$ cat config.mk
export PLATFORM = sky130hd
export DESIGN_NAME = bdhz_unit
export DESIGN_NICKNAME = d
export VERILOG_FILES = /design/src/rtl/bdhz_unit.sv
export SDC_FILE = /design/constraint.sdc
export NUM_CORES = 1
export LEC_CHECK = 0
export ABC_AREA = 1
export CORE_MARGIN = 2
export CORE_UTILIZATION = 31
export DETAILED_ROUTE_END_ITERATION = 12
export PLACE_DENSITY_LB_ADDON = 0.3
export SYNTH_ARGS = -nofsm -noshare
export SYNTH_HDL_FRONTEND = slang
export SYNTH_SLANG_ARGS = --single-unit
$ cat constraint.sdc
create_clock -name vclk -period 2.54
set_input_delay 0.508 -clock vclk [all_inputs]
set_output_delay 0.508 -clock vclk [all_outputs]
set_load 0.005 [all_outputs]
$ cat src/rtl/bdhz_unit.sv
module bdhz_unit #(
  parameter int REG_W = 5
) (
  input  logic [1:0]       id_cls,
  input  logic [REG_W-1:0] id_rs,
  input  logic [REG_W-1:0] id_rt,
  input  logic             id_rs_used,
  input  logic             id_rt_used,
  input  logic             id_taken,
  input  logic [REG_W-1:0] ex_rd,
  input  logic             ex_we,
  input  logic             ex_load,
  input  logic [REG_W-1:0] ex_rs,
  input  logic [REG_W-1:0] ex_rt,
  input  logic [REG_W-1:0] mem_rd,
  input  logic             mem_we,
  input  logic             mem_load,
  input  logic [REG_W-1:0] wb_rd,
  input  logic             wb_we,
  output logic             stall_fd,
  output logic             bubble_ex,
  output logic             flush_fd,
  output logic [1:0]       id_fwd_a,
  output logic [1:0]       id_fwd_b,
  output logic [1:0]       ex_fwd_a,
  output logic [1:0]       ex_fwd_b
);
  localparam logic [1:0] CLS_ALU = 2'd0;
  localparam logic [1:0] CLS_BR  = 2'd1;
  localparam logic [1:0] CLS_JR  = 2'd2;
  localparam logic [1:0] CLS_JMP = 2'd3;
  localparam logic [1:0] SEL_RF  = 2'd0;
  localparam logic [1:0] SEL_MEM = 2'd1;
  localparam logic [1:0] SEL_WB  = 2'd2;

  function automatic logic dep(input logic [REG_W-1:0] src, input logic used,
                               input logic [REG_W-1:0] dst, input logic we);
    return used && we && (src != '0) && (src == dst);
  endfunction

  function automatic logic [1:0] pick(input logic [REG_W-1:0] src,
                                      input logic [REG_W-1:0] mrd, input logic mwe,
                                      input logic [REG_W-1:0] wrd, input logic wwe);
    if (dep(src, 1'b1, mrd, mwe))      return SEL_MEM;
    else if (dep(src, 1'b1, wrd, wwe)) return SEL_WB;
    else                               return SEL_RF;
  endfunction

  logic early, ex_dep, memld_dep, xfer, hold;

  assign early     = (id_cls == CLS_BR) || (id_cls == CLS_JR);
  assign ex_dep    = dep(id_rs, id_rs_used, ex_rd, ex_we) || dep(id_rt, id_rt_used, ex_rd, ex_we);
  assign memld_dep = dep(id_rs, id_rs_used, mem_rd, mem_we && mem_load) ||
                     dep(id_rt, id_rt_used, mem_rd, mem_we && mem_load);
  assign hold      = early ? (ex_dep || memld_dep) : (ex_dep && ex_load);
  assign xfer      = (id_cls == CLS_JMP) || (id_cls == CLS_JR) || ((id_cls == CLS_BR) && id_taken);

  assign stall_fd  = hold;
  assign bubble_ex = hold;
  assign flush_fd  = xfer && !hold;

  assign id_fwd_a = pick(id_rs, mem_rd, mem_we && !mem_load, wb_rd, wb_we);
  assign id_fwd_b = pick(id_rt, mem_rd, mem_we && !mem_load, wb_rd, wb_we);
  assign ex_fwd_a = pick(ex_rs, mem_rd, mem_we, wb_rd, wb_we);
  assign ex_fwd_b = pick(ex_rt, mem_rd, mem_we, wb_rd, wb_we);

  always_comb begin

    no_flush_in_stall_chk: assert (!(stall_fd && flush_fd)) else $error("flush during stall");

    flush_only_control_chk: assert (!(flush_fd && id_cls == CLS_ALU)) else $error("flush on ordinary class");

    ordinary_stall_load_chk: assert (!(stall_fd && id_cls == CLS_ALU) || (ex_load && ex_we)) else $error("ordinary stall without load");

    zero_never_fwd_chk: assert ((id_fwd_a == SEL_RF || id_rs != '0) && (id_fwd_b == SEL_RF || id_rt != '0) &&
                                (ex_fwd_a == SEL_RF || ex_rs != '0) && (ex_fwd_b == SEL_RF || ex_rt != '0))
      else $error("register zero forwarded");

    mem_over_wb_chk: assert (!(ex_fwd_a == SEL_WB && mem_we && mem_rd == ex_rs) &&
                             !(ex_fwd_b == SEL_WB && mem_we && mem_rd == ex_rt))
      else $error("writeback chosen over memory");

    stall_bubble_pair_chk: assert (stall_fd == bubble_ex) else $error("stall and bubble differ");
  end
endmodule

==> results.py, run 1 <==
metrics = {
    "final_layout": {
        "layout.nets": 309,
        "final_cells": 292,
        "seq_cell_count": 0,
        "layout_commonest_cell": "nand2_1",
        "regArea_um2": 0,
        "nClkBuffers": 0,
        "design_area_um2": 1733,
        "n_antenna_cell": 0,
        "drive_gt1_share_pct": 18.92,
        "final_cell_mix": "nand2_1, dlygate4sd2_1, inv_1, nor2_1, buf_4",
        "area_delta_synth_final_pct": 79.64,
    },
    "floorplan": {
        "initial_core_util_pct": 32.12,
        "ios": 56,
        "die_area_um2": 3574,
        "design.core.area_um2": 3003,
        "fp-row-count": 20,
        "die_w_um": 59.79,
        "die_h_um": 59.79,
    },
    "critical_path": {
        "slowest_delay_ps": 550,
        "worstPathRequired_ps": 2030,
        "slowest_stage": "clkdlybuf4s50_1",
        "cp.depth": 6,
        "crit_start": "ex_rt[3]",
        "path_class": "in2out",
        "arrival_ps": 1970,
        "crit_fanout": 4,
        "cpMostUsedCell": "clkdlybuf4s50_1",
        "cp-start-kind": "input port",
        "crit_chain": "clkdlybuf4s50_1 -> o22ai_1 -> a21oi_1 -> nand2_1 -> nor2_1 -> clkdlybuf4s50_1",
        "critPathTopFamily": "buffers and inverters",
        "end_kind": "output port",
        "crit_path_end": "ex_fwd_b[0]",
        "timing.critical_path.buf_inv": 2,
    },
    "sta": {
        "fin_crit_ps": 2481,
        "finalHoldViolations": 0,
        "grt_setup_unrepaired": "true",
        "finalMaxSlewViolations": 0,
        "hold_slack_ps": 1628,
        "period_share_pct": 97.67,
        "relSlewSlack_pct": 81.80,
        "fmax_mhz": 403.1,
        "worstMarginPinSlew_ps": 272.9,
        "setup_viol": 0,
    },
    "placed_design": {
        "place_congestion": 0.8856,
        "dpl_cell_area_um2": 1717,
        "place_inst": 291,
        "hpwl_um": 2787,
        "port_buffers": 56,
    },
    "synthesis": {
        "synthMuxAreaShare_pct": 0,
        "yosysWarningCount": 0,
        "synth_top_family_by_area": "simple AND/OR/NAND/NOR gates",
        "syn_area_um2": 964.7,
        "yosysSeqAreaShare_pct": 0,
        "synthCells": 182,
        "synth_compound_area_share_pct": 11.28,
        "avgSynthCellArea_um2": 5.300,
        "syn_nets": 230,
        "synth.distinct_cells": 25,
        "yosys.area_share.simple_pct": 48.90,
        "yosys.area_share.adder_pct": 3.891,
        "synth_xor_area_share_pct": 22.70,
    },
    "drt": {
        "wl_per_cell_um": 10.75,
        "viasPerCell": 4.699,
        "postRouteWirelength_um": 3138,
        "drt_iter0_markers": 56,
        "route.detailed.drc": 0,
        "firstDrtPassIters": 4,
        "ant_nets": 0,
        "num_vias": 1372,
    },
    "global_route": {
        "grt_pass1_vias": 1249,
        "grt.total_usage_pct": 18.27,
        "grt_pass1_wl_um": 5244,
        "grt_max_degree": 6,
        "antenna_found_initial": 0,
        "grt_remaining_overflow": 0,
    },
    "pwr": {
        "p_leak_nw": 0.9379,
        "cellPowerDensity_nw_per_um2": 140.0,
        "peakVddDrop_mv": 0.06396,
    },
    "run": {
        "max_cap_viol_count": 0,
    },
    "run_status": {
        "outcome": "completed",
    },
    "worst_hold_path": {
        "holdCritPathClass": "in2out",
    },
}
## synthesized netlist by cell type, drive strengths merged
library cell | number | area share (%)
o2111ai | 1 | 0.91
or2 | 3 | 1.9
xnor2 | 12 | 11
a21oi | 6 | 3.1
o21ai | 3 | 1.6
inv | 32 | 12
o22ai | 3 | 1.9
nand2 | 46 | 19
o2111a | 1 | 1.2
o221ai | 1 | 0.91
ha | 3 | 3.9
nand3 | 12 | 7.8
nor2 | 33 | 14
a211o | 1 | 0.91
buf | 1 | 0.78
nor3 | 3 | 2.1
xor2 | 13 | 12
nand4 | 7 | 4.5
o211ai | 1 | 0.78
## per-stage QoR
step / total power [mW] / utilization [%] / setup WS, ps / setup TNS (ps)
after floorplan: 0.1024 / - / 843.4 / 0
after CTS: 0.2430 / 56.92 / 9.215 / 0
after detailed placement: 0.2520 / 57.17 / -245.0 / -2080
final: 0.2426 / 57.71 / 59.11 / 0
after global placement: 0.2514 / 57.17 / -234.1 / -2036
after global routing: 0.2687 / 57.71 / -43.46 / -43.46
## layer usage
layer	GRT usage, %	vias to the layer above	part of all wire [%]
met4	2.222	0	1.2
met1	24.58	588	44
met2	33.07	52	49
met3	0.4329	4	5.4
met5	0	-	0
li1	-	728	-
## repair_timing
action	in CTS	in global routing
hold buffers	0	0
gates resized for setup	37	10
setup buffers	0	1
setup endpoints to repair	11	4
pin swaps	4	1
## cells by family (layout without fill, tap and decap cells)
family	after synthesis	after routing
compound gates	17	17
simple gates	104	104
fa+ha+maj	3	3
buf+inv	33	110
xor+xnor	25	25
## power breakdown
group          total, mW  switching (mW)  leakage [nW]  internal [mW]
clock network          0               0             0              0
registers              0               0             0              0
logic              0.243           0.116         0.938          0.127
## worst min-delay path by stage
stage,startpoint,end,cells after the start
2_1_floorplan,mem_we,ex_fwd_a[0],2
6_report,ex_rt[4],ex_fwd_b[1],5
4_1_cts,wb_rd[2],id_fwd_a[1],6
3_5_place_dp,ex_load,bubble_ex,6
3_3_place_gp,ex_load,stall_fd,6
5_1_grt,ex_rt[4],ex_fwd_b[1],5
## cell type report
class                           instances  area (µm²)
Tap cell                               33       41.29
Multi-Input combinational cell        149       874.6
Timing Repair Buffer                   78       696.9
Fill cell                             325        1270
Inverter                               32       120.1
Power figures use the tool's default switching activity.
==> run 2: changes to the inputs <==
--- a/config.mk
+++ b/config.mk
@@ -6,6 +6,7 @@
 export NUM_CORES = 1
 export LEC_CHECK = 0
 export ABC_AREA = 1
+export ABC_CLOCK_PERIOD_IN_PS = 2540
 export CORE_MARGIN = 2
 export CORE_UTILIZATION = 31
 export DETAILED_ROUTE_END_ITERATION = 12
@@ -13,3 +14,4 @@
 export SYNTH_ARGS = -nofsm -noshare
 export SYNTH_HDL_FRONTEND = slang
 export SYNTH_SLANG_ARGS = --single-unit
+export TNS_END_PERCENT = 100
==> results of run 2 <==
No change in the layout: final DEF, timing and power equal those of run 1.
==> run 3: changes to the inputs <==
==> constraint.sdc (replaced) <==
create_clock -name vclk -period 2.54
set_input_delay 0.508 -clock vclk [all_inputs]
set_output_delay 0.508 -clock vclk [all_outputs]
set_load 0.05 [all_outputs]
==> results.py, run 3 (same netlist as run 1, synthesis figures left out) <==
metrics = {
    "placed_design": {
        "place_congestion": 0.8662,
        "hpwl_um": 2818,
        "port_buffers": 56,
    },
    "sta": {
        "relSlewSlack_pct": 81.26,
        "setup_viol": 0,
        "finalMaxSlewViolations": 0,
        "finalHoldViolations": 0,
        "fin_crit_ps": 2446,
        "setup_tns_ps": 0,
        "period_share_pct": 96.30,
        "hold_slack_ps": 1614,
        "worstMarginPinSlew_ps": 280.6,
        "fmax_mhz": 408.8,
        "grt_setup_unrepaired": "false",
    },
    "critical_path": {
        "timing.critical_path.buf_inv": 3,
        "crit_fanout": 3,
        "crit_chain": "clkdlybuf4s50_1 -> buf_4 -> xor2_1 -> a21oi_1 -> nand3_1 -> nor3_2 -> buf_12",
        "slowest_delay_ps": 480,
        "critPathTopFamily": "buffers and inverters",
        "slowest_stage": "clkdlybuf4s50_1",
        "arrival_ps": 1940,
        "cp.depth": 7,
        "worstPathRequired_ps": 2030,
        "end_kind": "output port",
        "cp-start-kind": "input port",
        "path_class": "in2out",
    },
    "clock_network": {
        "holdBufCountCts": 0,
        "post_cts_buffers": 0,
    },
    "floorplan": {
        "fp-row-count": 20,
        "design.core.area_um2": 3003,
        "die_area_um2": 3574,
        "initial_core_util_pct": 32.12,
        "die_w_um": 59.79,
        "die_h_um": 59.79,
        "ios": 56,
    },
    "final_layout": {
        "drive_gt1_share_pct": 18.55,
        "n_antenna_cell": 0,
        "final_cell_mix": "nand2_1, clkdlybuf4s50_1, inv_1, nor2_1",
        "regArea_um2": 0,
        "area_delta_synth_final_pct": 87.16,
        "nClkBuffers": 0,
        "seq_cell_count": 0,
        "layout.nets": 298,
        "layout_commonest_cell": "nand2_1",
    },
    "pwr": {
        "cellPowerDensity_nw_per_um2": 149.1,
        "peakVddDrop_mv": 0.06447,
        "p_leak_nw": 0.9529,
    },
    "global_route": {
        "grt.total_usage_pct": 18.44,
        "grtUsageMet1_pct": 24.32,
        "grt_pass1_wl_um": 5292,
        "gr-max-usage-layer": "met2",
        "grt_pass1_vias": 1248,
        "antenna_found_initial": 0,
        "grt_max_degree": 6,
        "grt_remaining_overflow": 0,
        "met2_usage_pct": 34.78,
        "met3_usage_pct": 0.2165,
    },
    "run": {
        "max_cap_viol_count": 0,
    },
    "drt": {
        "firstDrtPassIters": 4,
        "ant_nets": 0,
        "wl_per_cell_um": 11.90,
        "drt_iter0_markers": 35,
        "route.detailed.drc": 0,
        "num_vias": 1346,
        "viasPerCell": 4.790,
        "postRouteWirelength_um": 3343,
    },
    "run_status": {
        "outcome": "completed",
    },
    "worst_hold_path": {
        "holdCritPathClass": "in2out",
        "hold-path-cell-count": 5,
    },
}
[run 3: cell count changes in the layout (fill, tap and decap cells not counted), moves of 8 or more]
cell	change
buf_12	+11
buf_4	-11
clkdlybuf4s50_1	+10
dlygate4sd2_1	-28
dlymetal6s2s_1	+8
[run 3: routing by layer]
layer,up-vias,part of all wire [%]
li1,706,-
met1,596,44
met2,44,52
met3,0,4.0
met4,0,0
met5,-,0
[run 3: layout make-up]
| class | instances | area [µm²] |
|---|---|---|
| inverter | 32 | 120.1 |
| multi-input combinational | 149 | 859.6 |
| tap | 33 | 41.29 |
| timing repair buffer | 67 | 784.5 |
| fill | 300 | 1197 |
[run 3: repair_timing]
action	4_1_cts	5_1_grt
pin swaps	0	1
gates resized for setup	2	20
setup endpoints to repair	1	7
[run 3: power by group]
part           total, mW  switching (mW)  internal [mW]  leakage, nW
registers              0               0              0            0
logic              0.269           0.132          0.137        0.953
clock network          0               0              0            0
[run 3: final timing paths]
| kind | from | to | slack (ps) |
|---|---|---|---|
| setup / recovery | wb_rd[0] | id_fwd_a[1] | 90 |
| hold / removal | wb_rd[1] | id_fwd_a[1] | 1610 |
[run 3: per-stage QoR]
step | util, % | total power [mW] | worst slack, ps | instances | area [µm²]
floorplan | - | 0.1182 | 8.229 | 182 | 964.7
global placement | 58.33 | 0.2652 | 15.58 | 281 | 1752
detailed placement | 58.33 | 0.2665 | -8.219 | 281 | 1752
CTS | 58.38 | 0.2673 | 2.874 | 281 | 1753
global route | 60.12 | 0.2931 | 2.623 | 281 | 1805
finish | 60.12 | 0.2692 | 94.03 | 281 | 1805
